File: src/rtl/rtc_port_pkg.sv
package rtc_port_pkg;

    localparam int BYTE_W      = 8;
    localparam int ADDR_W      = 7;
    localparam logic [ADDR_W-1:0] STATUS_ADDR = 7'h0C;
    localparam logic [ADDR_W-1:0] CTRL_ADDR   = 7'h0B;
    localparam int UIE_BIT     = 4;
    localparam int UF_BIT      = 4;
    localparam int IRQF_BIT    = 7;

    typedef enum logic [1:0] {
        SEL_PRI_IDX = 2'd0,
        SEL_PRI_DAT = 2'd1,
        SEL_SEC_IDX = 2'd2,
        SEL_SEC_DAT = 2'd3
    } port_sel_e;

    typedef enum logic {
        ST_IDLE = 1'b0,
        ST_RESP = 1'b1
    } acc_state_e;

endpackage

File: src/rtl/rtc_bank.sv
module rtc_bank #(
    parameter int ADDR_W = 7,
    parameter int DATA_W = 8
) (
    input  logic              clk,
    input  logic              rst_n,
    input  logic              we,
    input  logic [ADDR_W-1:0] addr,
    input  logic [DATA_W-1:0] wdata,
    output logic [DATA_W-1:0] rdata
);
    localparam int DEPTH = 1 << ADDR_W;

    logic [DATA_W-1:0] mem_q [DEPTH];

    always_ff @(posedge clk) begin
        if (!rst_n) begin
            for (int i = 0; i < DEPTH; i++) begin
                mem_q[i] <= '0;
            end
        end else if (we) begin
            mem_q[addr] <= wdata;
        end
    end

    assign rdata = mem_q[addr];

endmodule

File: src/rtl/rtc_index.sv
module rtc_index
    import rtc_port_pkg::*;
(
    input  logic              clk,
    input  logic              rst_n,
    input  logic              pri_we,
    input  logic              sec_we,
    input  logic [BYTE_W-1:0] wdata,
    output logic [ADDR_W-1:0] pri_addr,
    output logic [ADDR_W:0]   sec_addr,
    output logic              nmi_mask
);
    localparam int NMI_BIT = BYTE_W - 1;

    always_ff @(posedge clk) begin
        if (!rst_n) begin
            pri_addr <= '0;
            nmi_mask <= 1'b0;
        end else if (pri_we) begin
            pri_addr <= wdata[ADDR_W-1:0];
            nmi_mask <= wdata[NMI_BIT];
        end
    end

    always_ff @(posedge clk) begin
        if (!rst_n) begin
            sec_addr <= '0;
        end else if (sec_we) begin
            sec_addr <= wdata[ADDR_W:0];
        end
    end

    p_nmi_capture_r1: assert property (@(posedge clk) disable iff (!rst_n)
        pri_we |=> (nmi_mask == $past(wdata[NMI_BIT])));

    p_addr_capture_r1: assert property (@(posedge clk) disable iff (!rst_n)
        pri_we |=> (pri_addr == $past(wdata[ADDR_W-1:0])));

endmodule

File: src/rtl/rtc_status.sv
module rtc_status
    import rtc_port_pkg::*;
(
    input  logic              clk,
    input  logic              rst_n,
    input  logic              ctrl_we,
    input  logic [BYTE_W-1:0] ctrl_wdata,
    input  logic              tick,
    input  logic              rd_clear,
    output logic [BYTE_W-1:0] status_q,
    output logic              uf_flag
);
    logic              uie_q;
    logic [BYTE_W-1:0] status_d;
    logic [BYTE_W-1:0] set_mask;

    always_comb begin
        set_mask           = '0;
        set_mask[UF_BIT]   = 1'b1;
        set_mask[IRQF_BIT] = 1'b1;
    end

    // Enable mirror follows writes to the control byte
    always_ff @(posedge clk) begin
        if (!rst_n) begin
            uie_q <= 1'b0;
        end else if (ctrl_we) begin
            uie_q <= ctrl_wdata[UIE_BIT];
        end
    end

    // Clear first, then the set from a tick, so a same-cycle tick wins
    always_comb begin
        status_d = status_q;
        if (rd_clear) begin
            status_d = '0;
        end
        if (tick && uie_q) begin
            status_d = status_d | set_mask;
        end
    end

    always_ff @(posedge clk) begin
        if (!rst_n) begin
            status_q <= '0;
        end else begin
            status_q <= status_d;
        end
    end

    assign uf_flag = status_q[UF_BIT];

    p_uf_set_r7: assert property (@(posedge clk) disable iff (!rst_n)
        (tick && uie_q) |=> (status_q[UF_BIT] && status_q[IRQF_BIT]));

    p_flag_source_r7: assert property (@(posedge clk) disable iff (!rst_n)
        $rose(status_q[UF_BIT]) |-> $past(tick && uie_q));

    p_clear_r6: assert property (@(posedge clk) disable iff (!rst_n)
        (rd_clear && !tick) |=> (status_q == '0));

endmodule

File: src/rtl/rtc_cmos_port.sv
module rtc_cmos_port
    import rtc_port_pkg::*;
(
    input  logic              clk,
    input  logic              rst_n,
    input  logic              req_valid,
    input  logic              req_write,
    input  logic [1:0]        req_sel,
    input  logic [BYTE_W-1:0] req_wdata,
    input  logic              update_tick,
    output logic [BYTE_W-1:0] rd_data,
    output logic              rd_valid,
    output logic              nmi_mask,
    output logic              rtc_irq
);
    localparam logic [BYTE_W-1:0] OOB_BYTE = '1;

    port_sel_e         sel;
    acc_state_e        state_q, state_d;
    logic [ADDR_W-1:0] pri_addr;
    logic [ADDR_W:0]   sec_addr;
    logic [BYTE_W-1:0] pri_rdata, sec_rdata, status_byte, rd_next;
    logic              wr_req, rd_req;
    logic              pri_idx_we, sec_idx_we;
    logic              pri_dat_acc, sec_dat_acc;
    logic              hit_status, sec_in_range;
    logic              pri_bank_we, sec_bank_we, ctrl_we, rd_clear;
    logic              uf_flag;

    assign sel          = port_sel_e'(req_sel);
    assign wr_req       = req_valid && req_write;
    assign rd_req       = req_valid && !req_write;
    assign pri_idx_we   = wr_req && (sel == SEL_PRI_IDX);
    assign sec_idx_we   = wr_req && (sel == SEL_SEC_IDX);
    assign pri_dat_acc  = req_valid && (sel == SEL_PRI_DAT);
    assign sec_dat_acc  = req_valid && (sel == SEL_SEC_DAT);
    assign hit_status   = (pri_addr == STATUS_ADDR);
    assign sec_in_range = !sec_addr[ADDR_W];
    assign pri_bank_we  = pri_dat_acc && req_write && !hit_status;
    assign sec_bank_we  = sec_dat_acc && req_write && sec_in_range;
    assign ctrl_we      = pri_dat_acc && req_write && (pri_addr == CTRL_ADDR);
    assign rd_clear     = pri_dat_acc && !req_write && hit_status;

    rtc_index u_index (
        .clk      (clk),
        .rst_n    (rst_n),
        .pri_we   (pri_idx_we),
        .sec_we   (sec_idx_we),
        .wdata    (req_wdata),
        .pri_addr (pri_addr),
        .sec_addr (sec_addr),
        .nmi_mask (nmi_mask)
    );

    rtc_bank #(.ADDR_W(ADDR_W), .DATA_W(BYTE_W)) u_pri_bank (
        .clk   (clk),
        .rst_n (rst_n),
        .we    (pri_bank_we),
        .addr  (pri_addr),
        .wdata (req_wdata),
        .rdata (pri_rdata)
    );

    rtc_bank #(.ADDR_W(ADDR_W), .DATA_W(BYTE_W)) u_sec_bank (
        .clk   (clk),
        .rst_n (rst_n),
        .we    (sec_bank_we),
        .addr  (sec_addr[ADDR_W-1:0]),
        .wdata (req_wdata),
        .rdata (sec_rdata)
    );

    rtc_status u_status (
        .clk        (clk),
        .rst_n      (rst_n),
        .ctrl_we    (ctrl_we),
        .ctrl_wdata (req_wdata),
        .tick       (update_tick),
        .rd_clear   (rd_clear),
        .status_q   (status_byte),
        .uf_flag    (uf_flag)
    );

    // Read data selection by port
    always_comb begin
        rd_next = '0;
        unique case (sel)
            SEL_PRI_IDX: rd_next = '0;
            SEL_SEC_IDX: rd_next = '0;
            SEL_PRI_DAT: rd_next = hit_status ? status_byte : pri_rdata;
            SEL_SEC_DAT: rd_next = sec_in_range ? sec_rdata : OOB_BYTE;
        endcase
    end

    // Access sequencer: next state
    always_comb begin
        state_d = state_q;
        unique case (state_q)
            ST_IDLE: state_d = rd_req ? ST_RESP : ST_IDLE;
            ST_RESP: state_d = rd_req ? ST_RESP : ST_IDLE;
        endcase
    end

    // State register
    always_ff @(posedge clk) begin
        if (!rst_n) begin
            state_q <= ST_IDLE;
        end else begin
            state_q <= state_d;
        end
    end

    // Output register
    always_ff @(posedge clk) begin
        if (!rst_n) begin
            rd_data <= '0;
        end else if (rd_req) begin
            rd_data <= rd_next;
        end
    end

    assign rd_valid = (state_q == ST_RESP);
    assign rtc_irq  = uf_flag;

    p_rvalid_r2: assert property (@(posedge clk) disable iff (!rst_n)
        rd_req |=> rd_valid);

    p_rvalid_drop_r2: assert property (@(posedge clk) disable iff (!rst_n)
        !rd_req |=> !rd_valid);

    p_idx_read_zero_r5: assert property (@(posedge clk) disable iff (!rst_n)
        (rd_req && (sel == SEL_PRI_IDX || sel == SEL_SEC_IDX)) |=> (rd_data == '0));

    p_sec_oob_ff_r4: assert property (@(posedge clk) disable iff (!rst_n)
        (rd_req && sel == SEL_SEC_DAT && sec_addr[ADDR_W]) |=> (rd_data == OOB_BYTE));

    p_irq_drop_r8: assert property (@(posedge clk) disable iff (!rst_n)
        (rd_clear && !update_tick) |=> !rtc_irq);

    p_irq_hold_r8: assert property (@(posedge clk) disable iff (!rst_n)
        (rtc_irq && !rd_clear) |=> rtc_irq);

endmodule

File: config.mk
export PLATFORM = sky130hd
export DESIGN_NAME = rtc_cmos_port
export DESIGN_NICKNAME = d
export VERILOG_FILES = /design/src/rtl/rtc_port_pkg.sv /design/src/rtl/rtc_bank.sv /design/src/rtl/rtc_index.sv /design/src/rtl/rtc_status.sv /design/src/rtl/rtc_cmos_port.sv
export SDC_FILE = /design/constraint.sdc
export NUM_CORES = 2
export LEC_CHECK = 0
export BUFFER_PORTS_ARGS = -buffer_cell sky130_fd_sc_hd__buf_4
export CAP_MARGIN = 15
export CORE_MARGIN = 1.5
export CORE_UTILIZATION = 64
export CTS_CLUSTER_DIAMETER = 150
export DETAILED_ROUTE_END_ITERATION = 10
export HOLD_SLACK_MARGIN = 0.06
export PLACE_DENSITY = 0.8
export SLEW_MARGIN = 30
export SYNTH_ARGS = -nofsm -noshare
export SYNTH_HDL_FRONTEND = slang
export SYNTH_SLANG_ARGS = --single-unit
export TNS_END_PERCENT = 1
File: constraint.sdc
create_clock -name clk -period 3.8 [get_ports clk]
set_clock_uncertainty 0.05 [all_clocks]
set_input_delay 0.38 -clock clk [delete_from_list [all_inputs] [get_ports clk]]
set_output_delay 0.38 -clock clk [all_outputs]
set_load 0.03 [all_outputs]
==> results_dict.tcl <==
set metrics [dict create \
    status "finished with violations" \
    violations "DRC" \
    dp.cells 8185 \
    clockPowerShare 0.419 \
    design.die.area_um2 152000 \
    synthArstFlopShare 0 \
    drtIter0Drc 8334 \
    clock_latency_ns 0.83 \
    drv_cap 0 \
    rrSetupSlack_ns 0.09 \
    cp.arrival_ns 4.42 \
    ys.flop_type "edfxtp_1" \
    ir_drop_v 0.000565 \
    track_usage 0.326 \
    switching_share 0.215 \
    min_period_over_period 0.975 \
    cts_setup_buffers 0 \
    grt_max_degree 152 \
    r2r_end "rd_data[6]$_SDFFE_PN0P_" \
    mostFrequentLayoutCells "and2_1 (2,049), edfxtp_1 (2,048), mux4_2 (520)" \
    max_slew.worst_pin.slew_ns 1.04 \
    initial_core_util 0.646 \
    grt_pass1_wl_um 364000 \
    maxSlewViolCount 0 \
    netSwitchingPower_w 0.0106 \
    critical_path_required_ns 4.51 \
    dp_hpwl_um 158000 \
    boundaryPins 26 \
    min_period_ns 3.71 \
    crit_fanout 11 \
    hp-class "input pin to flop" \
    coreArea_um2 148000 \
    critPathKind "flop to flop" \
    syn_inst 6361 \
    io_buffers 25 \
    finalHoldViolations 0 \
    worstSetupEndpointType "flop" \
    use_met2 0.507 \
    place_ws_ns 0.223 \
    comb_power_share 0.049 \
    setup_viol 0 \
    hp-start "req_wdata[3]" \
    wl_per_cell_um 28.6 \
    p_int_w 0.0388 \
    avgSynthCellArea_um2 15.1 \
    ant_nets 0 \
    setup_ws_ns 0.0940 \
    p_leak_nw 37.6 \
    holdPathEnd "u_sec_bank.mem_q[41][3]$_SDFFCE_PN0P_" \
    ys_types 59 \
    relSlewSlack 0.307 \
    drc_errors 2 \
    layout_commonest_cell "and2_1" \
    rows 141 \
    yosysWarnings 0 \
    cts_tree "yes" \
    wl_um 246000 \
    p_seq_frac 0.532 \
    fin_nets 6484 \
    synth-seq-cells 2089 \
    die_x_um 390 \
    final_cells 8580 \
    rsz0062_at_grt "false" \
    use_met3 0.0782 \
    vias_per_cell 6.65 \
    overflow 0 \
    clk_pin_slew_ns 0.06 \
    setup_tns_ns 0 \
    grt.busiest_layer "met2" \
    cts_root_buf "clkbuf_16" \
    ys_seq_area_frac 0.651 \
    antenna_found_initial 13 \
    cts_buffers 202 \
    totalPowerFinal_w 0.0494 \
    grt_pass1_vias 56600 \
    p_per_area_nw_per_um2 463 \
    clock_path_buffers 3 \
    htreeDepth 4 \
    fillers 8784 \
    synth_edf_count 2048 \
    via_count 57000 \
    reg2regPathDepth 6 \
    globalplace.congestion 0.915 \
    area_growth_pct 11.5 \
    multi_input_area_um2 31400 \
    clock-sinks 2089 \
    hold_slack_ns 0.0674 \
    grt_use_met1 0.457 \
    hold-path-cell-count 2 \
    drt-pass1-iter-count 9 \
    start_kind "flop" \
    fmax_mhz 270 \
    dieHeight_um 390 \
    seqCellArea_um2 62300 \
    drive_gt1_frac 0.193 \
    netlist_area_um2 95700 \
]
## power groups by stage
stage | Clock, W | Combinational (W) | Sequential (W)
floorplan | 0 | 0.00137 | 0.0266
global placement | 0 | 0.00229 | 0.0267
detailed placement | 0 | 0.00234 | 0.0267
CTS | 0.0208 | 0.00237 | 0.0263
global route | 0.0216 | 0.00251 | 0.0263
finish | 0.0207 | 0.00241 | 0.0263
## how the worst max path moves through the flow
stage          cells after the start                                     to  slack [ns]
2_1_floorplan                      8  u_pri_bank.mem_q[26][0]$_SDFFCE_PN0P_        0.88
3_3_place_gp                       9                rd_data[3]$_SDFFE_PN0P_        0.20
3_5_place_dp                       8                rd_data[3]$_SDFFE_PN0P_        0.22
4_1_cts                            8                rd_data[3]$_SDFFE_PN0P_        0.14
5_1_grt                            9                rd_data[5]$_SDFFE_PN0P_        0.02
6_report                           6                rd_data[6]$_SDFFE_PN0P_        0.09
## layout make-up
cell class / instances / area share
flip-flops and latches: 2089 / 0.584
multi-input cells: 3751 / 0.294
clock buffers: 242 / 0.0503
repair buffers: 416 / 0.0352
well taps: 1930 / 0.0226
clock inverters: 140 / 0.0135
inverters: 9 / 0.000317
diodes: 3 / 0.0000703
## synthesized netlist by cell type, types with 5 or more instances
library cell | count | area share
and2_1 | 2049 | 0.13
edfxtp_1 | 2048 | 0.64
mux4_2 | 520 | 0.12
clkbuf_1 | 408 | 0.016
nor2_1 | 313 | 0.012
o21ai_0 | 269 | 0.014
nand2_1 | 120 | 0.0047
mux2i_1 | 84 | 0.0088
buf_2 | 62 | 0.0032
nand3_1 | 45 | 0.0024
dfxtp_1 | 41 | 0.0086
a22oi_1 | 31 | 0.0024
o22ai_1 | 31 | 0.0020
a21oi_1 | 28 | 0.0015
a221oi_1 | 24 | 0.0022
buf_1 | 24 | 0.00094
a22o_1 | 22 | 0.0020
buf_4 | 22 | 0.0017
a211oi_1 | 20 | 0.0016
nor2b_1 | 20 | 0.0013
mux2_2 | 18 | 0.0021
nor3_1 | 14 | 0.00073
o221ai_1 | 14 | 0.0013
nand2b_1 | 12 | 0.00078
a32oi_1 | 10 | 0.00091
o211ai_1 | 10 | 0.00078
a31oi_1 | 9 | 0.00059
nand4_1 | 8 | 0.00052
a2111oi_0 | 6 | 0.00055
inv_1 | 6 | 0.00024
a2111o_1 | 5 | 0.00059
nor4_1 | 5 | 0.00033
o2111ai_1 | 5 | 0.00046
o221a_2 | 5 | 0.00059
o311ai_0 | 5 | 0.00046
o41ai_1 | 5 | 0.00046
or3_1 | 5 | 0.00033
## metrics by stage
step	instance area (um^2)	utilization
floorplan	95800	-
global placement	99700	0.673
detailed placement	99700	0.673
CTS	107000	0.720
global route	107000	0.720
finish	107000	0.720
## registers in the layout (all words and copies together), names as in the netlist, named ones only
| name | cells |
|---|---|
| u_pri_bank.mem_q | 1024 |
| u_sec_bank.mem_q | 1024 |
| rd_data | 8 |
| u_index.sec_addr | 8 |
| u_index.pri_addr | 7 |
| rd_valid | 1 |
| u_index.nmi_mask | 1 |
| u_status.status_q | 1 |
| u_status.uie_q | 1 |
## critical path: stages, from the launching register on
cell,delay (ns)
dfxtp_1,0.80
clkinv_1,0.78
nor2_1,0.76
nand3_1,0.17
o31ai_1,0.60
a31oi_1,0.25
a21oi_1,0.22
## routing by layer
layer  routed length (um)  up-vias
met3                32300      604
met1                89100    28800
met5                  109        -
met4                 9080       16
met2               115000     3834
li1                     -    23800
## repair_timing
action                                  in CTS  in global routing
hold endpoints to repair                    29                  0
gates resized for setup                      0                  1
endpoints found under the setup margin       0                  1
hold buffers                                 7                  0
## cell families (layout without fill, tap and decap cells)
family | count (synthesis) | after routing | synth area share
DFF | 2089 | 2089 | 0.651
and+or+nand+nor | 2606 | 2606 | 0.158
AOI/OAI and AO/OA | 511 | 511 | 0.0337
muxes | 626 | 626 | 0.134
other | 1 | 11 | 0.0000392
buffers and inverters | 528 | 807 | 0.0226
Note: power is estimated with default switching activity, not from simulation.
